$ cat src/rtl/sdr_seq_pkg.sv
package sdr_seq_pkg;
  // {cs_n, ras_n, cas_n, we_n}
  localparam logic [3:0] CMD_MRS = 4'b0000;
  localparam logic [3:0] CMD_REF = 4'b0001;
  localparam logic [3:0] CMD_PRE = 4'b0010;
  localparam logic [3:0] CMD_NOP = 4'b0111;

  typedef enum logic [3:0] {
    ST_PWRUP,
    ST_INIT_REF,
    ST_MRS,
    ST_SETTLE,
    ST_IDLE,
    ST_REF,
    ST_GRANT,
    ST_SR
  } seq_state_e;
endpackage

$ cat src/rtl/sdr_gap_timer.sv
module sdr_gap_timer #(
  parameter int W    = 8,
  parameter int INIT = 1
) (
  input  logic         clk_i,
  input  logic         rst_ni,
  input  logic         load_i,
  input  logic [W-1:0] load_val_i,
  output logic         zero_o
);
  localparam logic [W-1:0] RST_VAL = W'(INIT);

  logic [W-1:0] cnt_q;

  always_ff @(posedge clk_i or negedge rst_ni) begin
    if (!rst_ni)            cnt_q <= RST_VAL;
    else if (load_i)        cnt_q <= load_val_i;
    else if (cnt_q != '0)   cnt_q <= cnt_q - W'(1);
  end

  assign zero_o = (cnt_q == '0);
endmodule

$ cat src/rtl/sdr_refresh_tracker.sv
module sdr_refresh_tracker #(
  parameter int T_REFI = 1560,
  parameter int T_LATE = 12480
) (
  input  logic clk_i,
  input  logic rst_ni,
  input  logic run_i,
  input  logic restart_i,
  input  logic ovd_clr_i,
  output logic due_o,
  output logic overdue_o
);
  localparam int CW = $clog2(T_REFI + T_LATE + 1);
  localparam logic [CW-1:0] DUE_AT = CW'(T_REFI);
  localparam logic [CW-1:0] LIMIT  = CW'(T_REFI + T_LATE);

  logic [CW-1:0] cnt_q;
  logic          ovd_q;

  always_ff @(posedge clk_i or negedge rst_ni) begin
    if (!rst_ni)                    cnt_q <= '0;
    else if (restart_i)             cnt_q <= '0;
    else if (run_i && cnt_q != LIMIT) cnt_q <= cnt_q + CW'(1);
  end

  // sticky until the recovery pair starts
  always_ff @(posedge clk_i or negedge rst_ni) begin
    if (!rst_ni)             ovd_q <= 1'b0;
    else if (ovd_clr_i)      ovd_q <= 1'b0;
    else if (cnt_q == LIMIT) ovd_q <= 1'b1;
  end

  assign due_o     = (cnt_q >= DUE_AT);
  assign overdue_o = ovd_q;
endmodule

$ cat src/rtl/sdr_mode_word.sv
module sdr_mode_word #(
  parameter int ADDR_W          = 12,
  parameter int CAS_LAT         = 2,
  parameter int BURST_LEN       = 4,
  parameter int WRAP_INTERLEAVE = 0
) (
  output logic [ADDR_W-1:0] word_o
);
  logic [2:0] bl_code;

  generate
    if (BURST_LEN == 1)      begin : g_bl1  assign bl_code = 3'd0; end
    else if (BURST_LEN == 2) begin : g_bl2  assign bl_code = 3'd1; end
    else if (BURST_LEN == 4) begin : g_bl4  assign bl_code = 3'd2; end
    else if (BURST_LEN == 8) begin : g_bl8  assign bl_code = 3'd3; end
    else                     begin : g_page assign bl_code = 3'd7; end
  endgenerate

  assign word_o = {{(ADDR_W-7){1'b0}}, 3'(CAS_LAT), 1'(WRAP_INTERLEAVE), bl_code};
endmodule

$ cat src/rtl/sdr_init_refresh_seq.sv
module sdr_init_refresh_seq
  import sdr_seq_pkg::*;
#(
  parameter int T_PWRUP         = 10000,
  parameter int T_RP            = 2,
  parameter int T_RC            = 8,
  parameter int T_MRD           = 2,
  parameter int T_REFI          = 1560,
  parameter int T_LATE          = 12480,
  parameter int INIT_REFS       = 8,
  parameter int CAS_LAT         = 2,
  parameter int BURST_LEN       = 4,
  parameter int WRAP_INTERLEAVE = 0,
  parameter int ADDR_W          = 12,
  parameter int BA_W            = 2
) (
  input  logic              clk_i,
  input  logic              rst_ni,
  input  logic              sr_req_i,
  input  logic              bus_req_i,
  input  logic [3:0]        usr_cmd_i,
  input  logic [ADDR_W-1:0] usr_addr_i,
  input  logic [BA_W-1:0]   usr_ba_i,
  output logic              ready_o,
  output logic              bus_gnt_o,
  output logic              cke_o,
  output logic              cs_no,
  output logic              ras_no,
  output logic              cas_no,
  output logic              we_no,
  output logic [ADDR_W-1:0] addr_o,
  output logic [BA_W-1:0]   ba_o
);
  localparam int T_XSR = T_RC + 2;
  localparam int M1    = (T_PWRUP > T_XSR) ? T_PWRUP : T_XSR;
  localparam int M2    = (T_RC > T_RP) ? T_RC : T_RP;
  localparam int M3    = (M1 > M2) ? M1 : M2;
  localparam int WMAX  = (M3 > T_MRD) ? M3 : T_MRD;
  localparam int WW    = $clog2(WMAX + 1);
  localparam int RW    = $clog2(INIT_REFS + 1);

  localparam logic [WW-1:0] LD_RP  = WW'(T_RP - 1);
  localparam logic [WW-1:0] LD_RC  = WW'(T_RC - 1);
  localparam logic [WW-1:0] LD_MRD = WW'(T_MRD - 1);
  localparam logic [WW-1:0] LD_XSR = WW'(T_XSR - 1);
  localparam logic [RW-1:0] LAST_REF = RW'(INIT_REFS - 1);

  seq_state_e        state_q, state_d;
  logic [RW-1:0]     refs_q, refs_d;
  logic              rec_q, rec_d;
  logic [3:0]        cmd_q, cmd_d;
  logic [ADDR_W-1:0] addr_q, addr_d;
  logic [BA_W-1:0]   ba_q, ba_d;
  logic              cke_q, cke_d;
  logic              load;
  logic [WW-1:0]     load_val;
  logic              go, ref_fire, ovd_clr, due, overdue;
  logic [ADDR_W-1:0] mode_word;

  sdr_gap_timer #(.W(WW), .INIT(T_PWRUP - 1)) i_gap_timer (
    .clk_i      (clk_i),
    .rst_ni     (rst_ni),
    .load_i     (load),
    .load_val_i (load_val),
    .zero_o     (go)
  );

  sdr_refresh_tracker #(.T_REFI(T_REFI), .T_LATE(T_LATE)) i_ref_tracker (
    .clk_i     (clk_i),
    .rst_ni    (rst_ni),
    .run_i     (ready_o),
    .restart_i (ref_fire),
    .ovd_clr_i (ovd_clr),
    .due_o     (due),
    .overdue_o (overdue)
  );

  sdr_mode_word #(
    .ADDR_W(ADDR_W), .CAS_LAT(CAS_LAT),
    .BURST_LEN(BURST_LEN), .WRAP_INTERLEAVE(WRAP_INTERLEAVE)
  ) i_mode_word (
    .word_o (mode_word)
  );

  always_comb begin
    state_d  = state_q;
    refs_d   = refs_q;
    rec_d    = rec_q;
    cmd_d    = CMD_NOP;
    addr_d   = '0;
    ba_d     = '0;
    cke_d    = cke_q;
    load     = 1'b0;
    load_val = '0;
    ref_fire = 1'b0;
    ovd_clr  = 1'b0;
    unique case (state_q)
      ST_PWRUP: if (go) begin
        cmd_d      = CMD_PRE;
        addr_d[10] = 1'b1;
        load       = 1'b1;
        load_val   = LD_RP;
        refs_d     = '0;
        state_d    = ST_INIT_REF;
      end
      ST_INIT_REF: if (go) begin
        cmd_d    = CMD_REF;
        ref_fire = 1'b1;
        load     = 1'b1;
        load_val = LD_RC;
        refs_d   = refs_q + RW'(1);
        if (refs_q == LAST_REF) state_d = ST_MRS;
      end
      ST_MRS: if (go) begin
        cmd_d    = CMD_MRS;
        addr_d   = mode_word;
        load     = 1'b1;
        load_val = LD_MRD;
        state_d  = ST_SETTLE;
      end
      ST_SETTLE: if (go) state_d = ST_IDLE;
      ST_IDLE: begin
        if (overdue || due || sr_req_i) begin
          cmd_d    = CMD_REF;
          ref_fire = 1'b1;
          load     = 1'b1;
          load_val = LD_RC;
          state_d  = ST_REF;
          if (overdue) begin
            ovd_clr = 1'b1;
            rec_d   = 1'b1;
          end else if (!due) begin
            cke_d   = 1'b0;  // self-refresh entry
            state_d = ST_SR;
          end
        end else if (bus_req_i) begin
          state_d = ST_GRANT;
        end
      end
      ST_REF: if (go) begin
        if (rec_q) begin
          cmd_d    = CMD_REF;
          ref_fire = 1'b1;
          rec_d    = 1'b0;
          load     = 1'b1;
          load_val = LD_RC;
        end else begin
          state_d = ST_IDLE;
        end
      end
      ST_GRANT: begin
        if (bus_req_i) begin
          cmd_d  = usr_cmd_i;
          addr_d = usr_addr_i;
          ba_d   = usr_ba_i;
        end else begin
          state_d = ST_IDLE;
        end
      end
      ST_SR: if (!sr_req_i) begin
        cke_d    = 1'b1;
        load     = 1'b1;
        load_val = LD_XSR;
        state_d  = ST_SETTLE;
      end
      default: state_d = ST_PWRUP;
    endcase
  end

  always_ff @(posedge clk_i or negedge rst_ni) begin
    if (!rst_ni) begin
      state_q <= ST_PWRUP;
      refs_q  <= '0;
      rec_q   <= 1'b0;
      cmd_q   <= CMD_NOP;
      addr_q  <= '0;
      ba_q    <= '0;
      cke_q   <= 1'b1;
    end else begin
      state_q <= state_d;
      refs_q  <= refs_d;
      rec_q   <= rec_d;
      cmd_q   <= cmd_d;
      addr_q  <= addr_d;
      ba_q    <= ba_d;
      cke_q   <= cke_d;
    end
  end

  assign ready_o   = (state_q == ST_IDLE) || (state_q == ST_REF) || (state_q == ST_GRANT);
  assign bus_gnt_o = (state_q == ST_GRANT);
  assign cke_o     = cke_q;
  assign {cs_no, ras_no, cas_no, we_no} = cmd_q;
  assign addr_o    = addr_q;
  assign ba_o      = ba_q;
endmodule

$ cat config.mk
export PLATFORM = sky130hd
export DESIGN_NAME = sdr_init_refresh_seq
export DESIGN_NICKNAME = d
export VERILOG_FILES = /design/src/rtl/sdr_seq_pkg.sv /design/src/rtl/sdr_gap_timer.sv /design/src/rtl/sdr_refresh_tracker.sv /design/src/rtl/sdr_mode_word.sv /design/src/rtl/sdr_init_refresh_seq.sv
export SDC_FILE = /design/constraint.sdc
export NUM_CORES = 1
export LEC_CHECK = 0
export ABC_AREA = 1
export BUFFER_PORTS_ARGS = -buffer_cell sky130_fd_sc_hd__buf_2
export CORE_ASPECT_RATIO = 1.75
export CORE_MARGIN = 10
export CORE_UTILIZATION = 45
export CTS_BUF_LIST = sky130_fd_sc_hd__clkbuf_16
export CTS_CLUSTER_DIAMETER = 50
export DETAILED_ROUTE_END_ITERATION = 7
export GPL_ROUTABILITY_DRIVEN = 0
export PLACE_DENSITY = 0.65
export SLEW_MARGIN = 10
export SYNTH_ARGS = -nofsm -noshare
export SYNTH_HDL_FRONTEND = slang
export SYNTH_HIERARCHICAL = 1
export SYNTH_SLANG_ARGS = --single-unit
$ cat constraint.sdc
create_clock -name clk_i -period 3.2 [get_ports clk_i]
set_input_delay 0.16 -clock clk_i [delete_from_list [all_inputs] [get_ports clk_i]]
set_output_delay 0.16 -clock clk_i [all_outputs]
set_load 0.01 [all_outputs]
==> results of run 1 <==
cell type report:
| type | instances | area (um2) | share of cell area |
|---|---|---|---|
| flip-flops and latches | 56 | 1420 | 0.351 |
| inverters | 48 | 190 | 0.0471 |
| repair buffers | 47 | 248 | 0.0614 |
| clock buffers | 5 | 125 | 0.0310 |
| well taps | 90 | 113 | 0.0279 |
| multi-input cells | 375 | 1930 | 0.479 |
| clock inverters | 3 | 11.3 | 0.00279 |
critical path, delay by kind of cell (launching register included):
kind | cells | cell delay (ns)
and+or+nand+nor | 9 | 1.47
buffers and inverters | 4 | 0.53
DFF | 1 | 0.37
adders and majority gates | 1 | 0.25
per-stage QoR:
| stage | worst slack (ns) | util | power (mW) | area, um2 | hold WS (ns) |
|---|---|---|---|---|---|
| after floorplan | 0.777 | - | 1.10 | 3710 | -0.136 |
| after global placement | 0.620 | 0.493 | 1.18 | 3900 | 0.371 |
| after detailed placement | 0.502 | 0.493 | 1.18 | 3900 | 0.380 |
| after CTS | 0.489 | 0.511 | 1.71 | 4040 | 0.0633 |
| after global routing | 0.186 | 0.511 | 1.79 | 4040 | 0.0786 |
| final | 0.470 | 0.511 | 1.70 | 4040 | 0.0225 |
path summary, 6_finish.rpt:
path	from	to	slack (ns)
setup / recovery	i_gap_timer/cnt_q[0]	i_gap_timer/cnt_q[11]	0.47
hold / removal	rst_ni	i_gap_timer/cnt_q[4]	0.02
setup reg to reg	i_gap_timer/cnt_q[0]	i_gap_timer/cnt_q[11]	0.47
hold reg to reg	cke_o	cke_o	0.47
max in group asynchronous	rst_ni	i_ref_tracker/cnt_q[3]	2.50
min in group clk_i	usr_ba_i[0]	ba_o[0]	0.07
cells by family after synthesis:
kind of cell | after synthesis
adders and majority gates | 4
AOI/OAI and AO/OA | 35
buffers and inverters | 73
DFF | 56
other | 3
and+or+nand+nor | 305
xor gates and xnor gates | 9
layer usage:
metal | track usage | wire (um) | vias to the layer above
li1 | - | - | 1624
met1 | 0.150 | 3270 | 1476
met2 | 0.252 | 4560 | 45
met3 | 0.0341 | 334 | 7
met4 | 0.0481 | 119 | 0
met5 | 0 | 0 | -
Yosys cell counts, types with 5 or more instances:
| library cell | count |
|---|---|
| nor2_4 | 6 |
| dfrtp_1 | 44 |
| inv_1 | 36 |
| dfstp_2 | 12 |
| a21oi_2 | 5 |
| nor2_1 | 47 |
| inv_2 | 8 |
| nand2_1 | 130 |
| nor2_2 | 13 |
| nand4_1 | 18 |
| buf_4 | 15 |
| a21oi_1 | 6 |
| o21ai_1 | 7 |
| xor2_1 | 5 |
| o21ai_0 | 12 |
| nand3_1 | 64 |
| nand2_2 | 7 |
registers in the layout, summed over array words and instances (netlist names):
signal / count
i_gap_timer/cnt_q: 14
i_ref_tracker/cnt_q: 14
addr_o: 12
cmd_q: 4
refs_q: 4
state_q: 3
ba_o: 2
cke_o: 1
i_ref_tracker/overdue_o: 1
rec_q: 1
power by group through the flow:
stage          Combinational, mW  Sequential (mW)  Clock, mW
6_report                   0.310            0.856      0.532
3_3_place_gp               0.311            0.869          0
2_1_floorplan              0.253            0.851          0
5_1_grt                    0.361            0.869      0.563
4_1_cts                    0.314            0.857      0.544
3_5_place_dp               0.312            0.870          0
==> results.py, run 1 <==
metrics = {
    "outcome": {
        "status": "completed",
    },
    "yosys": {
        "syn_inst": 485,
        "yosys.area.top_type_share": 0.303,
        "dominantRegCellSynth": "dfrtp_1",
        "synth.avg_cell_area_um2": 7.49,
        "synthXorXnorAreaFrac": 0.0217,
        "ys_seq_elements": 56,
        "synth-edff-count": 0,
        "yosysUniqueCellTypes": 41,
        "synthAdderAreaFrac": 0.0138,
        "synth.cell_area_mm2": 0.00363,
        "yosys_warnings": 6,
        "synth-simple-area-share": 0.413,
        "synth_top_family_by_area": "simple AND/OR/NAND/NOR gates",
        "yosys-top-cells-area": "dfrtp_1 30%, nand2_1 13%, nand3_1 8.8%",
        "synth.largest_area_cell": "dfrtp_1",
        "seq_area_frac_synth": 0.390,
        "async_flop_share": 1.00,
        "synth-compound-area-share": 0.0596,
        "muxShareOfSynthArea": 0,
    },
    "die": {
        "fp.dieH_um": 139,
        "start_util": 0.460,
        "die_area_mm2": 0.0122,
        "boundaryPins": 43,
        "die_w_um": 87.9,
        "coreArea_mm2": 0.00791,
        "placementRows": 43,
    },
    "setup_path": {
        "max_stage_delay_ns": 0.37,
        "cp-start-kind": "flip-flop",
        "slowest_stage": "dfstp_2",
        "path_cells": "inv_1 -> ha_1 -> nand2_4 -> nor2_2 -> nand4_1 -> nor3_2 -> inv_2 -> nor3_2 -> inv_2 -> nand3_1 -> inv_2 -> or2_2 -> nand2_1 -> nor2_1",
        "crit_type": "flip-flop to flip-flop",
        "worstRegToRegCells": 14,
        "worstPathArrival_ns": 2.92,
        "crit_required_ns": 3.39,
        "crit_path_end_kind": "flip-flop",
        "crit_top_cell": "inv_2",
        "crit_fanout": 19,
    },
    "cells_and_area": {
        "nets": 559,
        "num_antenna_cells": 0,
        "final_cell_mix": "130 x nand2_1, 64 x nand3_1, 47 x nor2_1",
        "fin_cells": 624,
        "fill_cells": 783,
        "area_growth_syn_to_layout_pct": 11.1,
        "final_common_cell": "nand2_1",
        "layout-drive-gt1-share": 0.232,
    },
    "sta": {
        "tns_ns": 0,
        "clock_skew_ns": 0.00308,
        "rsz0062_at_grt": "no",
        "max_freq_mhz": 366,
        "slew_violations": 0,
        "worst_pin_slew_ns": 0.984,
        "max-slew-margin-rel": 0.344,
        "finalCriticalPeriod_ns": 2.73,
        "hold_viol": 0,
        "period_share": 0.853,
        "setup_viol": 0,
    },
    "placed_design": {
        "hpwl_mm": 6.33,
        "io_buffers": 42,
        "place_inst": 616,
    },
    "power_and_ir_drop": {
        "switchingPower_uw": 509,
        "leakage_nw": 2.09,
        "comb_power_share": 0.182,
        "powerDensity_mw_per_mm2": 421,
        "clkPwrFrac": 0.313,
        "vdd_ir_drop_max_uv": 279,
        "power.internal_mw": 1.19,
        "switching_share": 0.300,
        "pwr-share-seq": 0.504,
    },
    "cts": {
        "cts_tree": "built",
        "clk_latency_ns": 0.30,
        "cts_setup_buffers": 0,
        "path_clk_slew_ns": 0.07,
        "clock_path_buffers": 2,
        "cts_sinks": 56,
        "ctsResizeCount": 0,
        "cts_hold_buffers": 0,
        "htree_levels": 2,
        "numCtsBuffers": 5,
        "cts_root_buffer": "clkbuf_16",
    },
    "grt": {
        "grt_pass1_vias": 3082,
        "grt_pass1_wl_mm": 14.1,
        "grt_usage": 0.140,
        "gr-total-overflow": 0,
        "antenna_found_initial": 0,
        "grt_max_degree": 45,
    },
    "drt": {
        "vias_per_cell": 5.05,
        "drt_iter0_markers": 137,
        "routed_wl_mm": 8.29,
        "first_pass_iters": 4,
        "ant_nets": 0,
        "num_vias": 3152,
        "wl_per_cell_um": 13.3,
        "drc": 0,
    },
    "worst_hold_path": {
        "hold_class": "primary input to async pin",
    },
    "run": {
        "maxCapViolCount": 0,
    },
}
Power figures use the tool's default switching activity.
==> run 2: changes to the inputs <==
- CORE_UTILIZATION: 45 -> 30
- CTS_CLUSTER_SIZE: unset -> 16
- PLACE_DENSITY: 0.65 -> 0.48
- TNS_END_PERCENT: unset -> 30
==> run 2 against run 1 <==
Against the previous run: flip-flop and latch count stayed put; routed wire length grew 13%; final area is 1.3% higher; final cell count up 7.2%; die area up 40%; hold slack lost 0.031 ns; the flow now finishes with violations (negative hold slack); non-clock buffer count is 2 lower; utilization is 17 points lower; first-iteration DRC count decreased by 31%; count of clock-buffer cells in the layout is the same.
==> results.py, run 2 (synthesized netlist as in run 1, its figures left out) <==
metrics = {
    "sta": {
        "hold_viol": 10,
        "max_freq_mhz": 348,
        "max-slew-margin-rel": 0.393,
        "setup_viol": 0,
        "tns_ns": 0,
        "finalCriticalPeriod_ns": 2.87,
        "rsz0062_at_grt": "no",
        "slew_violations": 0,
        "worst_pin_slew_ns": 0.910,
        "period_share": 0.898,
        "clock_skew_ns": 0.00944,
        "setup_slack_ns": 0.326,
        "hold_slack_ns": -0.00846,
    },
    "placed_design": {
        "hpwl_mm": 7.17,
        "place_inst": 661,
        "place_ws_ns": 0.331,
        "placed_cell_area_mm2": 0.00395,
        "io_buffers": 42,
    },
    "setup_path": {
        "crit_fanout": 14,
        "cp-start-kind": "flip-flop",
        "slowest_stage": "o211ai_1",
        "crit_type": "flip-flop to flip-flop",
        "path_delay_family": "simple AND/OR/NAND/NOR gates",
        "worstPathArrival_ns": 3.06,
        "path_cells": "inv_1 -> ha_1 -> nand2_4 -> nor2_2 -> nand4_1 -> nor3_2 -> inv_2 -> o211ai_1 -> inv_1 -> nand4_1 -> nand2_1",
        "crit_buf_inv": 3,
        "crit_path_end_kind": "flip-flop",
        "max_stage_delay_ns": 0.49,
        "crit_required_ns": 3.38,
    },
    "power_and_ir_drop": {
        "vdd_ir_drop_max_uv": 246,
        "switchingPower_uw": 546,
        "switching_share": 0.313,
        "pwr-share-seq": 0.494,
        "leakage_nw": 2.08,
        "clkPwrFrac": 0.326,
        "p_total_mw": 1.74,
        "powerDensity_mw_per_mm2": 426,
        "power.internal_mw": 1.20,
        "comb_power_share": 0.180,
    },
    "cts": {
        "htree_levels": 2,
        "ctsResizeCount": 0,
        "cts_tree": "built",
        "clock_path_buffers": 2,
        "cts_hold_buffers": 0,
        "path_clk_slew_ns": 0.08,
        "clk_latency_ns": 0.30,
        "cts_setup_buffers": 0,
        "cts_sinks": 56,
        "cts_root_buffer": "clkbuf_16",
        "numCtsBuffers": 5,
    },
    "grt": {
        "met1_usage": 0.121,
        "met3_usage": 0.0254,
        "grt_max_degree": 37,
        "grt_usage": 0.114,
        "grt_util_met2": 0.207,
        "busiest_layer": "met2",
        "grt_pass1_vias": 3152,
        "antenna_found_initial": 0,
        "grt_pass1_wl_mm": 15.6,
        "gr-total-overflow": 0,
    },
    "outcome": {
        "violations": "negative hold slack",
        "status": "complete, but fails checks",
    },
    "cells_and_area": {
        "nets": 557,
        "final_cell_mix": "130 x nand2_1, 64 x nand3_1, 47 x nor2_1",
        "seq_area_mm2": 0.00142,
        "layout-drive-gt1-share": 0.235,
        "num_antenna_cells": 0,
        "utilization": 0.343,
        "area_growth_syn_to_layout_pct": 12.6,
        "final_common_cell": "nand2_1",
        "fin_cells": 669,
        "fill_cells": 1304,
        "design_area_mm2": 0.00409,
        "multi_input_area_mm2": 0.00193,
    },
    "die": {
        "coreArea_mm2": 0.0119,
        "die_area_mm2": 0.0171,
        "placementRows": 53,
        "die_w_um": 103,
        "start_util": 0.305,
        "fp.dieH_um": 166,
        "boundaryPins": 43,
    },
    "drt": {
        "ant_nets": 0,
        "vias_per_cell": 4.70,
        "drc": 0,
        "num_vias": 3141,
        "first_pass_iters": 4,
        "routed_wl_mm": 9.34,
        "wl_per_cell_um": 14.0,
        "drt_iter0_markers": 94,
    },
    "run": {
        "maxCapViolCount": 0,
    },
    "worst_hold_path": {
        "hold_class": "primary input to async pin",
    },
}
run 2: cell count changes in the layout (fill, tap and decap cells not counted), sizes merged:
| cell | previous run | this run |
|---|---|---|
| buf | 47 | 45 |
| clkinvlp | 0 | 1 |
| inv | 48 | 47 |
run 2: layout make-up:
cell class / count / area share
Multi-Input combinational cell: 375 / 0.473
Inverter: 48 / 0.0465
Sequential cell: 56 / 0.346
Tap cell: 137 / 0.0419
Timing Repair Buffer: 45 / 0.0569
Clock buffer: 5 / 0.0306
Clock inverter: 3 / 0.00520
run 2: worst paths after layout:
check,start,to,cells past startpoint,slack (ns)
max,i_gap_timer/cnt_q[1],i_ref_tracker/cnt_q[8],11,0.33
min,rst_ni,addr_o[10],1,-0.008
max reg2reg,i_gap_timer/cnt_q[1],i_ref_tracker/cnt_q[8],11,0.33
min reg2reg,cke_o,cke_o,2,0.48
max in group asynchronous,rst_ni,i_gap_timer/cnt_q[0],2,2.35
min in group clk_i,usr_ba_i[1],ba_o[1],3,0.06
run 2: metal layers:
| layer | wire, um | vias to the layer above |
|---|---|---|
| li1 | - | 1626 |
| met1 | 3600 | 1451 |
| met2 | 5190 | 54 |
| met3 | 360 | 10 |
| met4 | 184 | 0 |
| met5 | 0 | - |
run 2: power by group through the flow:
stage | registers, mW | logic, mW | clock network [mW]
finish | 0.862 | 0.314 | 0.568
global route | 0.871 | 0.366 | 0.612
CTS | 0.863 | 0.320 | 0.587
detailed placement | 0.876 | 0.319 | 0
global placement | 0.875 | 0.319 | 0
floorplan | 0.851 | 0.253 | 0
